`config.mk`:
```
export PLATFORM = sky130hd
export DESIGN_NAME = uart_irq_gen
export DESIGN_NICKNAME = d
export VERILOG_FILES = /design/src/rtl/uart_irq_gen.sv
export SDC_FILE = /design/constraint.sdc
export NUM_CORES = 1
export LEC_CHECK = 0
export ABC_CLOCK_PERIOD_IN_PS = 3500
export BUFFER_PORTS_ARGS = -buffer_cell sky130_fd_sc_hd__clkbuf_2
export CORE_MARGIN = 3
export CORE_UTILIZATION = 28
export CTS_BUF_LIST = sky130_fd_sc_hd__clkbuf_2 sky130_fd_sc_hd__clkbuf_4 sky130_fd_sc_hd__clkbuf_8
export DETAILED_ROUTE_END_ITERATION = 7
export PLACE_DENSITY = 0.54
export SYNTH_ARGS = -nofsm -noshare
export SYNTH_HDL_FRONTEND = slang
export SYNTH_SLANG_ARGS = --single-unit
```
`constraint.sdc`:
```
create_clock -name clk -period 3.5 [get_ports clk]
set_clock_uncertainty 0.05 [all_clocks]
set_input_delay 1.05 -clock clk [delete_from_list [all_inputs] [get_ports clk]]
set_output_delay 1.05 -clock clk [all_outputs]
set_load 0.05 [all_outputs]
```
`src/rtl/uart_irq_gen.sv`:
```
module uart_irq_gen #(
  parameter int DEPTH     = 16,
  parameter int OCC_W     = $clog2(DEPTH + 1),
  parameter int FLEN_W    = 4,
  parameter int FLEN_MIN  = 7,
  parameter int FLEN_MAX  = 12,
  parameter int TMO_CHARS = 3
) (
  input  logic             clk,
  input  logic             rst_n,
  input  logic             fifo_en,
  input  logic [FLEN_W-1:0] frame_bits,
  input  logic             bit_tick,
  input  logic [OCC_W-1:0] tx_level,
  input  logic [OCC_W-1:0] rx_level,
  input  logic             rx_push,
  input  logic             rx_pop,
  input  logic             tx_mask,
  input  logic             rx_mask,
  output logic             tx_raw,
  output logic             rx_raw,
  output logic             tx_irq,
  output logic             rx_irq
);
  localparam int HALF  = DEPTH / 2;
  localparam int CNT_W = $clog2(TMO_CHARS * FLEN_MAX + 1);

  logic [FLEN_W-1:0] flen;
  logic [CNT_W-1:0]  limit, idle_cnt;
  logic [OCC_W-1:0]  tx_free;
  logic              rx_some, rx_half, restart, tmo_hit, held;

  assign flen = (frame_bits < FLEN_W'(FLEN_MIN)) ? FLEN_W'(FLEN_MIN) :
                (frame_bits > FLEN_W'(FLEN_MAX)) ? FLEN_W'(FLEN_MAX) : frame_bits;
  assign limit = CNT_W'(TMO_CHARS * int'(flen));

  assign tx_free = OCC_W'(DEPTH) - tx_level;
  assign rx_some = rx_level != '0;
  assign rx_half = rx_level >= OCC_W'(HALF);

  assign restart = !fifo_en || !rx_some || rx_push || rx_pop;
  assign tmo_hit = bit_tick && !restart && (idle_cnt + CNT_W'(1) >= limit);

  always_ff @(posedge clk) begin
    if (!rst_n) begin
      idle_cnt <= '0;
      held     <= 1'b0;
    end else begin
      if (restart)
        idle_cnt <= '0;
      else if (bit_tick && idle_cnt < limit)
        idle_cnt <= idle_cnt + CNT_W'(1);

      if (!fifo_en || !rx_some)
        held <= 1'b0;
      else if (rx_half || tmo_hit)
        held <= 1'b1;
    end
  end

  assign tx_raw = fifo_en ? (tx_free >= OCC_W'(HALF)) : (tx_level == '0);
  assign rx_raw = fifo_en ? (rx_half || (held && rx_some)) : rx_some;
  assign tx_irq = tx_raw && tx_mask;
  assign rx_irq = rx_raw && rx_mask;
endmodule

```
After elaboration in Yosys (flattened, before gate mapping)
Cells that the tools add are included.
Widths: inputs -> output; s select.
{ "word_totals": {"out_inout_bits": 4, "register_bits": 7, "wordCells": 34, "input_bits": 22} }
{ "classes": {"n_lt_le_gt_ge": 6, "bitwise": 1, "addsub": 2, "reduce_logical": 18, "muxes": 4, "n_mul": 1} }
{ "op_table": {"columns": ["cell", "count"], "rows": [
  ["$ge 5x4->1 const B", 2],
  ["$mux 4", 2],
  ["$add 6x1->6 const B", 1],
  ["$ge 6x6->1", 1],
  ["$logic_and 1x1->1", 6],
  ["$lt 6x6->1", 1],
  ["$mul 2x4->6 const A", 1],
  ["$logic_not 5->1", 1],
  ["$logic_or 1x1->1", 5],
  ["$reduce_bool 5->1", 1],
  ["$sub 5x5->5 const A", 1],
  ["$gt 4x4->1 const B", 1],
  ["$lt 4x3->1 const B", 1],
  ["$reduce_or 2->1", 2],
  ["$logic_not 1->1", 3],
  ["$mux 1", 2],
  ["$not 1->1", 1]
]} }

Logic depth before layout (Yosys ltp)
Gate-level depths: netlist of the first run.
{ "depth": {"depth_word": 9, "ltp_mapped": 11, "depth_no_buf": 11} }

Least setup slack after synthesis of the first run
Ideal clock, no wire load.
{ "synth_path": {"kind": "input to output", "startpoint": "input fifo_en", "endpoint": "output rx_irq", "required_time_ns": 2.400, "path_slack_ns": -0.452, "arrival_time_ns": 2.852, "cell_stages": 3, "path_buffers": 0, "cell_sequence": "nor2b_1 > o21ai_0 > and2_1"} }
{ "synth_between": {"elab_chain_cells": 2} }
{ "synth_lines": {"columns": ["element", "line", "source"], "rows": [
  ["start: declaration", "11", "input logic fifo_en,"],
  ["$mux 1", "62", "assign rx_raw = fifo_en ? (rx_half || (held && rx_some)) : rx_some;"],
  ["via rx_raw", "21", "output logic rx_raw,"],
  ["$logic_and 1x1->1", "64", "assign rx_irq = rx_raw && rx_mask;"],
  ["end: declaration", "23", "output logic rx_irq"]
]} }
The timed path passes the listed nets, and every way through them passes these cells.

Final worst setup path of the first run
{ "layout_path": {"startpoint": "input tx_level[0]", "endpoint": "output tx_irq"} }
{ "layout_between": {"elab_chain_cells": 4, "word_cells_on_any_way": 5, "cone_classes": "add/sub (1); order compare (1); mux (1); reduce/logical (2)"} }
{ "layout_lines": {"columns": ["element", "line", "source"], "rows": [
  ["start: declaration", "14", "input logic [OCC_W-1:0] tx_level,"],
  ["$sub 5x5->5", "37", "assign tx_free = OCC_W'(DEPTH) - tx_level;"],
  ["$ge 5x4->1", "61", "assign tx_raw = fifo_en ? (tx_free >= OCC_W'(HALF)) : (tx_level == '0);"],
  ["$mux 1 *", "61", null],
  ["$logic_and 1x1->1 *", "63", "assign tx_irq = tx_raw && tx_mask;"],
  ["end: declaration", "22", "output logic tx_irq,"]
]} }
Every way passes the cells marked *; elsewhere a longest branch is shown, timed or not.

==> out/results.tsv, run 1 <==
stage	metric	value	unit
status	status	complete, no violations	
die	rows	19	
die	coreArea	0.00278	mm²
setup_path	setup.worst_path.start	tx_level[0]	
grt	track_usage	10.2	%
sta	finalCritPeriodShare	97.2	%
logic_synthesis	synth_ff_type	dfxtp_1	
sta	relSlewSlack	46.3	%
power_and_ir_drop	p_comb_share	37.7	%
routing	wl_per_cell	10.3	µm
setup_path	ff2ff_path_depth	7	
power_and_ir_drop	peakVddDrop	0.228	mV
power_and_ir_drop	p_switching	80.6	µW
logic_synthesis	synthArstFlopShare	0	%
placement	place_congestion	0.702	
logic_synthesis	synth_area_leaders	ha_1 (18%), dfxtp_1 (17%), mux2i_1 (8.5%), nand2_1 (5.0%), a21oi_1 (3.6%)	
cts	clkSlewWorstSetupHoldPaths	0.05	ns
cts	cts_tree	yes	
logic_synthesis	yosys.area_share.simple	23.6	%
layout	drive_above_1_share	35.8	%
setup_path	startpoint_type	input pin	
cts	cts_buffers	3	
sta	max_freq	294	MHz
setup_path	cp_max_fo	2	
placement	hpwl	1520	µm
logic_synthesis	synthAdderAreaFrac	23.3	%
placement	dp.cells	164	
logic_synthesis	synth_top_area_share	18.2	%
setup_path	crit_type	input pin to output port	
die	ios	26	
logic_synthesis	syn_area	826	µm²
die	fp.dieW	60.3	µm
routing	drc_errors	0	
die	die_h	60.3	µm
cts	h-tree-depth	1	
power_and_ir_drop	internal_power	165	µW
flow_run	timing.max_cap.violations	0	
power_and_ir_drop	netSwitchingFraction	32.8	%
logic_synthesis	yosysUniqueCellTypes	35	
logic_synthesis	synth_edf_count	0	
logic_synthesis	muxShareOfSynthArea	9.85	%
power_and_ir_drop	leakagePower	0.000519	µW
logic_synthesis	synth_top_family_by_area	simple AND/OR/NAND/NOR gates	
grt	grt_antenna_before_repair	0	
layout	final_cell_count_no_fill	168	
logic_synthesis	synth_fp_nets	138	
grt	grt_pass1_vias	729	
power_and_ir_drop	finalPower	245	µW
setup_path	cp.arrival	2.30	ns
setup_path	endpoint_kind	output port	
grt	grt_max_degree	13	
layout	n_antenna_cell	0	
layout	syn_to_final_growth	33.5	%
sta	finalMaxSlewViolations	0	
power_and_ir_drop	p_seq_share	33.2	%
routing	vias	814	
logic_synthesis	synth_seq_cells	7	
setup_path	regToRegStartpoint	idle_cnt[0]$_SDFFE_PP0P_	
routing	drt-initial-drc-count	14	
worst_hold_path	min_path_type	register to register	
grt	grt_pass1_wl	2880	µm
cts	postCtsHoldBufs	0	
logic_synthesis	synth_compound_area_share	17.7	%
sta	setup_violations	0	
cts	cts.sinks	7	
routing	first_pass_iters	4	
logic_synthesis	syn-mean-instance-area	8.02	µm²
power_and_ir_drop	power_frac_clock	29.1	%
grt	overflow	0	
cts	cts_root_buf	clkbuf_4	
placement	dp_slack	-0.210	ns
die	initial_utilization	29.7	%
sta	fin_crit	3.40	ns
logic_synthesis	netlist_instances	103	
logic_synthesis	ys.warnings.count	0	
routing	drt-total-wl	1740	µm
routing	via_per_inst	4.85	
worst_hold_path	whs_path_depth	2	
placement	port_buffers	25	
setup_path	required	2.40	ns
cts	cts_setup_buffers	0	
power_and_ir_drop	power.density	223	mW/mm²
sta	worstMarginPinSlew	0.806	ns
logic_synthesis	synth-xor-area-share	4.24	%
die	die_area	0.00364	mm²
cts	clockBufferDepth	2	
sta	hold_viol	0	
logic_synthesis	seq_area_frac_synth	17.0	%
sta	setup_slack	0.0988	ns
worst_hold_path	min_from	idle_cnt[4]$_SDFFE_PP0P_	
cts	insertion_delay	0.25	ns
logic_synthesis	yosys.area.top_type	ha_1	
layout	final.fill_count	301	
routing	drtAntennaViolNets	0	
layout	fin_nets	173	
==> final timing paths <==
kind                                    to  slack [ns]
setup / recovery                    tx_irq         0.1
hold / removal    idle_cnt[4]$_SDFFE_PP0P_        0.45
setup reg to reg         held$_SDFFE_PP0P_        1.36
hold reg to reg   idle_cnt[4]$_SDFFE_PP0P_        0.45
==> cells in the mapped netlist, drive strengths merged (3+ instances only) <==
library cell  number
a21boi             4
a21oi              6
dfxtp              7
ha                12
inv                7
mux2i              7
nand2             11
nand2b             4
nand3              4
nor2               5
o21ai              6
xnor2              3
==> cells by family (layout without fill, tap and decap cells) <==
group,count (synthesis),count (layout)
buffers and inverters,9,43
and+or+nand+nor,37,37
AOI/OAI and AO/OA,23,23
adders and majority gates,15,15
DFF,7,7
xor gates and xnor gates,4,4
muxes,8,8
==> layout make-up <==
cell class                 instances  area (µm²)  area share, %
clock buffer                       3        22.5           2.04
clock inverter                     1        5.00          0.454
inverter                           7        26.3           2.38
multi-input combinational         87         689           62.5
sequential                         7         140           12.7
tap                               31        38.8           3.52
timing repair buffer              32         180           16.3
==> placed cells by master, fill, tap and decap left out, drive strengths merged, types with 2 or more instances in the layout <==
cell type / synthesis / layout
inv: 7 / 7
mux2i: 7 / 7
a31oi: 2 / 2
buf: 1 / 7
nand3: 4 / 4
dfxtp: 7 / 7
nand4: 2 / 2
and2: 2 / 2
xnor2: 3 / 3
and3b: 2 / 2
nor2b: 2 / 2
maj3: 2 / 2
o21ai: 6 / 6
clkbuf: 1 / 28
or2: 2 / 2
a21boi: 4 / 4
nand2b: 4 / 4
nor2: 5 / 5
nand2: 11 / 11
a21oi: 6 / 6
ha: 12 / 12
==> flip-flops by register name, summed over array words and instances (netlist names) <==
name	count
held	1
idle_cnt	6
==> power groups by stage <==
stage	registers, µW	clock network [µW]	logic (µW)
after floorplan	83.0	0	55.7
after global placement	83.2	0	88.6
after detailed placement	83.2	0	89.5
after CTS	81.5	75.6	90.8
after global routing	81.6	82.1	105
final	81.6	71.3	92.5
==> critical path, cell delays in order <==
cell	delay, ns
clkbuf_2	0.11
nor4_4	0.29
ha_1	0.27
o21ai_1	0.07
mux2_2	0.16
and2_4	0.13
clkbuf_4	0.21
==> metrics by stage <==
stage | hold slack [ns] | cell area, µm² | util, % | TNS, ns
after floorplan | 0.411 | 832 | - | 0
final | 0.446 | 1100 | 39.6 | 0
after global routing | 0.482 | 1100 | 39.6 | -0.0725
after detailed placement | 0.443 | 1040 | 37.4 | -1.11
after global placement | 0.426 | 1040 | 37.4 | -0.638
after CTS | 0.451 | 1070 | 38.5 | 0
==> metal layers <==
layer / global-route usage, % / part of all wire (%)
met4: 0.949 / 0
met5: 0 / 0
met2: 17.3 / 45
met3: 3.89 / 9.6
met1: 12.8 / 45
==> what timing repair did <==
action | 4_1_cts | 5_1_grt
setup endpoints to repair | 1 | 8
pin swaps | 0 | 0
resized for setup | 1 | 5
cloned | 0 | 0
Note: power is estimated with default switching activity, not from simulation.
==> run 2: changes to the inputs <==
- ABC_CLOCK_PERIOD_IN_PS: 3500 -> 4200
- PLACE_DENSITY: 0.54 -> 0.52
- clock period: 3.5 -> 4.2 ns (I/O delays scaled with it)
==> out/results.tsv, run 2 (synthesis results as in run 1) <==
stage	metric	value	unit	change
status	status	complete, no violations		unchanged
die	rows	19		unchanged
grt	grt_max_degree	13		unchanged
worst_hold_path	min_from	idle_cnt[4]$_SDFFE_PP0P_		unchanged
layout	largest-register	idle_cnt		unchanged
sta	fin_crit	3.91	ns	
routing	drc_errors	0		unchanged
routing	wl_per_cell	10.3	µm	about the same
power_and_ir_drop	power.density	201	mW/mm²	was 223 mW/mm²
sta	worstMarginPinSlew	0.806	ns	about the same
cts	h-tree-depth	1		unchanged
worst_hold_path	whs_path_depth	2		unchanged
sta	finalCritPeriodShare	93.2	%	
cts	cts_root_buf	clkbuf_4		unchanged
setup_path	r2r_setup_slack	2.07	ns	was 1.36 ns
power_and_ir_drop	peakVddDrop	0.146	mV	was 0.228 mV
layout	multi_input_area	651	µm²	was 689 µm²
setup_path	startpoint_type	input pin		unchanged
placement	port_buffers	25		unchanged
placement	dp_slack	0.218	ns	was -0.210 ns
setup_path	regToRegStartpoint	idle_cnt[2]$_SDFFE_PP0P_		was idle_cnt[0]$_SDFFE_PP0P_
die	ios	26		unchanged
setup_path	cp_max_fo	2		unchanged
routing	drtAntennaViolNets	0		unchanged
setup_path	required	2.89	ns	was 2.40 ns
sta	hold_viol	0		unchanged
cts	cts.repair.resized	0		was 1
die	die_area	0.00364	mm²	unchanged
layout	drive_above_1_share	28.8	%	was 35.8%
sta	finalSetupTns	0	ns	unchanged
routing	vias	788		was 814
setup_path	crit_type	input pin to output port		unchanged
sta	finalMaxSlewViolations	0		unchanged
grt	track_usage	10.6	%	was 10.2%
cts	cts_buffers	3		unchanged
cts	cts_setup_buffers	0		unchanged
layout	n_antenna_cell	0		unchanged
routing	first_pass_iters	4		unchanged
sta	setup_slack	0.288	ns	was 0.0988 ns
die	fp.dieW	60.3	µm	unchanged
cts	clkSlewWorstSetupHoldPaths	0.05	ns	about the same
placement	hpwl	1460	µm	was 1520 µm
grt	grt_pass1_wl	2860	µm	was 2880 µm
sta	rsz0062_at_grt	false		
setup_path	ff2ff_path_depth	6		was 7
cts	postCtsHoldBufs	0		unchanged
grt	grt_antenna_before_repair	0		unchanged
layout	syn_to_final_growth	24.2	%	was 33.5%
layout	final.fill_count	321		was 301
setup_path	endpoint_kind	output port		unchanged
layout	fin_nets	168		was 173
layout	final_common_cell	clkbuf_2		unchanged
placement	dp.cells	159		was 164
die	initial_utilization	29.7	%	unchanged
grt	grt_pass1_vias	701		was 729
worst_hold_path	hold_end	idle_cnt[4]$_SDFFE_PP0P_		unchanged
setup_path	reg2reg_to	idle_cnt[5]$_SDFFE_PP0P_		was held$_SDFFE_PP0P_
cts	cts.sinks	7		unchanged
power_and_ir_drop	leakagePower	0.000487	µW	was 0.000519 µW
routing	via_per_inst	4.83		was 4.85
flow_run	timing.max_cap.violations	0		unchanged
sta	setup_violations	0		unchanged
die	die_h	60.3	µm	unchanged
worst_hold_path	min_path_type	register to register		unchanged
die	coreArea	0.00278	mm²	unchanged
grt	overflow	0		unchanged
sta	relSlewSlack	46.2	%	was 46.3%
layout	top_regs	idle_cnt x6, held x1		unchanged
routing	drt-total-wl	1680	µm	was 1740 µm
cts	clockBufferDepth	2		unchanged
cts	insertion_delay	0.26	ns	was 0.25 ns
layout	seqCellArea	140	µm²	unchanged
layout	layout_common_cells	clkbuf_2 (25), ha_1 (12), nand2_1 (11)		was clkbuf_2 (24), ha_1 (12), nand2_1 (11)
layout	largest_register_ffs	6		unchanged
routing	drt-initial-drc-count	7		was 14
placement	place_congestion	0.756		was 0.702
layout	final_cell_count_no_fill	163		was 168
cts	cts_tree	yes		unchanged
sta	max_freq	256	MHz	
setup_path	cp.arrival	2.60	ns	was 2.30 ns
run 2: metrics by stage:
stage | instance area [µm²] | hold WS (ns) | total power (µW) | util, %
6_report | 1030 | 0.435 | 207 | 36.9
5_1_grt | 1030 | 0.467 | 225 | 36.9
4_1_cts | 1030 | 0.441 | 213 | 36.9
3_5_place_dp | 996 | 0.431 | 137 | 35.8
3_3_place_gp | 996 | 0.428 | 136 | 35.8
2_1_floorplan | 826 | 0.411 | 114 | -
run 2: metal layers:
| metal | vias up | global-route usage (%) | wire, µm |
|---|---|---|---|
| li1 | 425 | - | - |
| met1 | 335 | 13.1 | 808 |
| met2 | 25 | 16.5 | 695 |
| met3 | 3 | 3.89 | 151 |
| met4 | 0 | 4.75 | 26 |
| met5 | - | 0 | 0 |
run 2: power by group:
part           total [µW]  switching, µW  internal (µW)
logic                66.8           37.4           29.5
registers            67.9          0.678           67.2
clock network        71.8           28.9           43.0
run 2: worst max path at each step:
stage | start | endpoint | slack, ns | cells after the start
after CTS | tx_level[0] | tx_irq | 0.27 | 7
after global placement | frame_bits[2] | idle_cnt[5]$_SDFFE_PP0P_ | 0.25 | 11
after global routing | frame_bits[2] | idle_cnt[3]$_SDFFE_PP0P_ | 0.07 | 11
after detailed placement | frame_bits[2] | idle_cnt[1]$_SDFFE_PP0P_ | 0.22 | 11
after floorplan | tx_level[0] | tx_irq | 0.15 | 5
final | tx_level[0] | tx_irq | 0.29 | 7
run 2: layout make-up:
cell class / count / area share [%]
clock buffers: 4 / 2.93
inverters: 7 / 2.56
multi-input cells: 87 / 63.4
flip-flops and latches: 7 / 13.7
well taps: 31 / 3.78
repair buffers: 27 / 13.7
run 2: critical path, stage by stage:
cell	delay [ns]
clkbuf_2	0.09
nor4_1	0.35
ha_1	0.30
o21ai_1	0.06
mux2_2	0.16
and2_1	0.12
clkbuf_2	0.27
